**src/rtl/stride_table.sv**
```systemverilog
module stride_table #(
  parameter int PC_W       = 32,
  parameter int ADDR_W     = 32,
  parameter int ENTRIES    = 16,
  parameter int TAG_W      = 8,
  parameter int MAX_STRIDE = 2048
) (
  input  logic              clk,
  input  logic              rst_n,
  input  logic              ld_valid,
  input  logic [PC_W-1:0]   ld_pc,
  input  logic [ADDR_W-1:0] ld_addr,
  output logic              pf_valid,
  output logic [ADDR_W-1:0] pf_addr
);
  localparam int IDX_W = $clog2(ENTRIES);
  localparam int SW    = $clog2(MAX_STRIDE) + 2;
  localparam logic signed [ADDR_W-1:0] LIM = ADDR_W'(MAX_STRIDE);

  logic [TAG_W-1:0]     tag_q  [ENTRIES];
  logic [ADDR_W-1:0]    last_q [ENTRIES];
  logic signed [SW-1:0] str_q  [ENTRIES];
  logic [1:0]           conf_q [ENTRIES];
  logic [ENTRIES-1:0]   vld_q;

  logic [IDX_W-1:0]          idx;
  logic [TAG_W-1:0]          tag;
  logic                      hit;
  logic signed [ADDR_W-1:0]  diff;
  logic                      in_rng;
  logic signed [SW-1:0]      new_str;
  logic                      match;
  logic [1:0]                new_conf;
  logic                      issue;

  assign idx      = ld_pc[IDX_W-1:0];
  assign tag      = ld_pc[IDX_W +: TAG_W];
  assign hit      = vld_q[idx] && (tag_q[idx] == tag);
  assign diff     = $signed(ld_addr - last_q[idx]);
  assign in_rng   = (diff <= LIM) && (diff >= -LIM);
  assign new_str  = in_rng ? diff[SW-1:0] : '0;
  assign match    = (new_str == str_q[idx]);
  assign new_conf = match ? ((conf_q[idx] == 2'd3) ? 2'd3 : conf_q[idx] + 2'd1)
                          : ((conf_q[idx] == 2'd0) ? 2'd0 : conf_q[idx] - 2'd1);
  assign issue    = ld_valid && hit && new_conf[1] && (new_str != '0);

  always_ff @(posedge clk) begin
    if (!rst_n) begin
      vld_q    <= '0;
      pf_valid <= 1'b0;
      pf_addr  <= '0;
    end else begin
      pf_valid <= issue;
      if (issue)
        pf_addr <= ld_addr + {{(ADDR_W-SW){new_str[SW-1]}}, new_str};
      if (ld_valid)
        vld_q[idx] <= 1'b1;
    end
  end

  always_ff @(posedge clk) begin
    if (rst_n && ld_valid) begin
      tag_q[idx]  <= tag;
      last_q[idx] <= ld_addr;
      str_q[idx]  <= hit ? new_str : '0;
      conf_q[idx] <= hit ? new_conf : 2'd0;
    end
  end

  a_r11_req_follows_load: assert property (@(posedge clk) disable iff (!rst_n)
    pf_valid |-> $past(ld_valid));

  a_r8_no_zero_target: assert property (@(posedge clk) disable iff (!rst_n)
    pf_valid |-> (pf_addr != $past(ld_addr)));

  a_r5_bounded_step: assert property (@(posedge clk) disable iff (!rst_n)
    pf_valid |-> (($signed(pf_addr - $past(ld_addr)) <= LIM) &&
                  ($signed(pf_addr - $past(ld_addr)) >= -LIM)));

  a_r9_miss_quiet: assert property (@(posedge clk) disable iff (!rst_n)
    (ld_valid && !hit) |=> !pf_valid);

  a_r10_idle_quiet: assert property (@(posedge clk) disable iff (!rst_n)
    !ld_valid |=> !pf_valid);
endmodule

```
**config.mk**
```make
export PLATFORM = sky130hd
export DESIGN_NAME = stride_table
export DESIGN_NICKNAME = d
export VERILOG_FILES = /design/src/rtl/stride_table.sv
export SDC_FILE = /design/constraint.sdc
export NUM_CORES = 1
export LEC_CHECK = 0
export BUFFER_PORTS_ARGS = -buffer_cell sky130_fd_sc_hd__buf_2
export CAP_MARGIN = 20
export CORE_UTILIZATION = 65
export CTS_CLUSTER_SIZE = 20
export DETAILED_ROUTE_END_ITERATION = 10
export GPL_ROUTABILITY_DRIVEN = 0
export GPL_TIMING_DRIVEN = 0
export PLACE_DENSITY = 0.86
export SLEW_MARGIN = 20
export SYNTH_ARGS = -nofsm -noshare
export SYNTH_HDL_FRONTEND = slang
export SYNTH_SLANG_ARGS = --single-unit
```
**constraint.sdc**
```tcl
create_clock -name clk -period 20.5 [get_ports clk]
set_clock_uncertainty 0.1 [all_clocks]
set_input_delay 2.05 -clock clk [delete_from_list [all_inputs] [get_ports clk]]
set_output_delay 2.05 -clock clk [all_outputs]
set_load 0.02 [all_outputs]
```
==> results.sh <==
export IMPL_busiest_layer="met2"
export IMPL_rsz0062_at_grt="no"
export IMPL_p_leak_nw=14.8
export IMPL_synthFlopType="edfxtp_1"
export IMPL_required_ns=20.91
export IMPL_antenna_found_initial=5
export IMPL_grt_pass1_vias=24333
export IMPL_cellPowerDensity_nw_per_um2=91.4
export IMPL_worstPathMaxFanout=10
export IMPL_synth_area_leaders="edfxtp_1 (67%), mux4_2 (16%), dfxtp_1 (2.5%)"
export IMPL_critPathMaxStageDelay_ns=0.91
export IMPL_maxSlewViolCount=0
export IMPL_path_class="in2reg"
export IMPL_critPathCapture="pf_addr[30]$_SDFFE_PN0P_"
export IMPL_grt_use_met2_pct=57.5
export IMPL_post_drt_wl_per_cell_um=33.6
export IMPL_syn_num_nets=2254
export IMPL_synth_top_area_cell="edfxtp_1"
export IMPL_critPathCaptureType="flip-flop"
export IMPL_ys_ff_latch=929
export IMPL_coreArea_um2=60400
export IMPL_vias=23641
export IMPL_worst_r2r_cell_count=33
export IMPL_grt_start_max_net_pins=20
export IMPL_ys_seq_area_share_pct=69.1
export IMPL_hpwl_mm=66.7
export IMPL_syn_inst=2124
export IMPL_num_io_pins=100
export IMPL_use_met3_pct=8.93
export IMPL_p_seq_share_pct=50.4
export IMPL_synth_distinct_cells=91
export IMPL_initial_core_util_pct=65.8
export IMPL_cp_slowest_cell="clkbuf_1"
export IMPL_synth_top_area_share_pct=66.6
export IMPL_fin_total_pwr_mw=4.15
export IMPL_drc=0
export IMPL_synth_edf_count=880
export IMPL_ir_drop_v=0.0000837
export IMPL_drt_total_wl_mm=109
export IMPL_worstSetupStartpoint="ld_pc[1]"
export IMPL_die_area_um2=62100
export IMPL_netlist_area_um2=39700
export IMPL_grt_use_met1_pct=45.4
export IMPL_pwr_share_clk_pct=40.4
export IMPL_p_sw_share_pct=23.1
export IMPL_viasPerCell=7.32
export IMPL_period_share_pct=76.8
export IMPL_portBuffers=77
export IMPL_globalRouteOverflowTotal=0
export IMPL_dieHeight_um=249
export IMPL_clock_latency_ns=0.67
export IMPL_hold_path_class="reg2reg"
export IMPL_clkTransAtPathRegs_ns=0.06
export IMPL_cts_tree="built"
export IMPL_htreeDepth=3
export IMPL_final_common_cell="edfxtp_1"
export IMPL_drive_gt1_share_pct=26.7
export IMPL_grt_pass1_wl_mm=158
export IMPL_finalSetupTns_ns=0
export IMPL_syn_area_per_cell_um2=18.7
export IMPL_yosysWarnings=0
export IMPL_worst_path_most_repeated_cell="clkbuf_1"
export IMPL_clock_path_buffers=3
export IMPL_ant_nets=0
export IMPL_min_period_ns=15.74
export IMPL_first_iter_violations=3662
export IMPL_fin_nets=2498
export IMPL_hold_buffers=0
export IMPL_rows=90
export IMPL_cts_resized=0
export IMPL_finalHoldViolCount=0
export IMPL_r2r_slack_ns=10.11
export IMPL_p_comb_share_pct=9.2
export IMPL_areaGrowthSynthToFinish_pct=14.5
export IMPL_worstMarginPinSlew_ns=1.15
export IMPL_switchingPower_uw=961
export IMPL_cts_root_buf="clkbuf_16"
export IMPL_numCtsBuffers=89
export IMPL_chipWidth_um=249
export IMPL_cp_start_kind="input pin"
export IMPL_max_freq_mhz=63.5
export IMPL_status="finished, final reports clean"
export IMPL_r2r_end="pf_addr[30]$_SDFFE_PN0P_"
export IMPL_cp_data_arrival_time_ns=16.15
export IMPL_r2r_start="last_q[3][0]$_DFFE_PP_"
export IMPL_grt_usage_pct=35.6
export IMPL_post_cts_setup_buffers=0
export IMPL_firstDrtPassIters=8
export IMPL_final_cell_mix="edfxtp_1 (880), mux4_2 (278), nor2_1 (104), buf_2 (93), clkbuf_16 (92)"
export IMPL_max_slew_margin_pct=23.0
export IMPL_p_int_mw=3.19
export IMPL_ys_async_sr_fraction_pct=0
export IMPL_cts_sinks=929
export IMPL_finalSetupViolCount=0
export IMPL_drv_cap=0
==> per-layer routing <==
layer | part of all wire (%) | vias to the layer above
met5 | 0.11 | -
met4 | 5.8 | 6
met3 | 12 | 558
met2 | 48 | 2029
met1 | 34 | 11811
li1 | - | 9237
==> cell families after synthesis <==
kind of cell,synth area share [%]
AND/OR/NAND/NOR,4.56
flip-flops,69.1
buffers and inverters,1.66
XOR/XNOR,1.28
AO/OA/AOI/OAI,4.66
multiplexers,16.7
adder cells (fa/ha/maj),2.05
==> registers in the layout, indices dropped and copies added, names as in the netlist <==
name and count:
vld_q 16, str_q 208, pf_addr 32, conf_q 32, last_q 512, pf_valid 1, tag_q 128
==> stage by stage <==
stage / utilization, % / cells / hold slack (ns) / setup slack, ns / instance area, um^2
final: 75.3 / 3230 / 0.358 / 4.76 / 45400
after global routing: 75.3 / 3226 / 0.374 / 4.47 / 45400
after CTS: 75.3 / 3224 / 0.354 / 5.44 / 45400
after detailed placement: 70.3 / 3059 / 0.336 / 5.11 / 42400
after global placement: 68.0 / 2983 / 0.327 / 4.76 / 41100
after floorplan: - / 2124 / 0.321 / 8.53 / 39700
==> critical path, delay by kind of cell <==
family | cells | cell delay [ns]
AO/OA/AOI/OAI | 16 | 4.33
adder cells (fa/ha/maj) | 2 | 0.77
buffers and inverters | 10 | 4.92
multiplexers | 3 | 1.03
XOR/XNOR | 2 | 0.80
AND/OR/NAND/NOR | 8 | 2.18
==> worst min-delay path by stage <==
stage	start	end	slack (ns)	cells after the start
floorplan	vld_q[10]$_SDFFE_PN0P_	vld_q[10]$_SDFFE_PN0P_	0.32	1
global placement	vld_q[14]$_SDFFE_PN0P_	vld_q[14]$_SDFFE_PN0P_	0.33	1
detailed placement	vld_q[10]$_SDFFE_PN0P_	vld_q[10]$_SDFFE_PN0P_	0.34	1
CTS	vld_q[9]$_SDFFE_PN0P_	vld_q[9]$_SDFFE_PN0P_	0.35	1
global route	vld_q[1]$_SDFFE_PN0P_	vld_q[1]$_SDFFE_PN0P_	0.37	1
finish	vld_q[9]$_SDFFE_PN0P_	vld_q[9]$_SDFFE_PN0P_	0.36	1
==> power groups by stage <==
stage / clock network [mW] / registers, mW / logic, mW
6_report: 1.68 / 2.09 / 0.383
5_1_grt: 1.74 / 2.09 / 0.398
4_1_cts: 1.68 / 2.09 / 0.368
3_5_place_dp: 0 / 2.13 / 0.358
3_3_place_gp: 0 / 2.13 / 0.336
2_1_floorplan: 0 / 2.13 / 0.241
==> cells in the mapped netlist, drive strengths merged, types with 11 or more instances <==
library cell	n
a211oi	16
a21o	42
a21oi	65
and3	16
buf	45
clkbuf	50
dfxtp	49
edfxtp	880
ha	61
inv	54
mux2i	37
mux4	278
nand2	64
nand2b	13
nand3	23
nand4	21
nor2	120
nor3	15
o211ai	13
o21ai	41
o21bai	11
or2	11
or3	12
xnor2	40
xor2	18
==> layout make-up <==
cell class,count,area (um^2)
diodes,6,15.0
well taps,782,978
inverters,54,203
fillers,3145,14900
repair buffers,153,1660
clock buffers,119,2500
clock inverters,46,477
plain buffers,95,464
flip-flops and latches,929,27400
multi-input cells,1046,11700
Note: power is estimated with default switching activity, not from simulation.
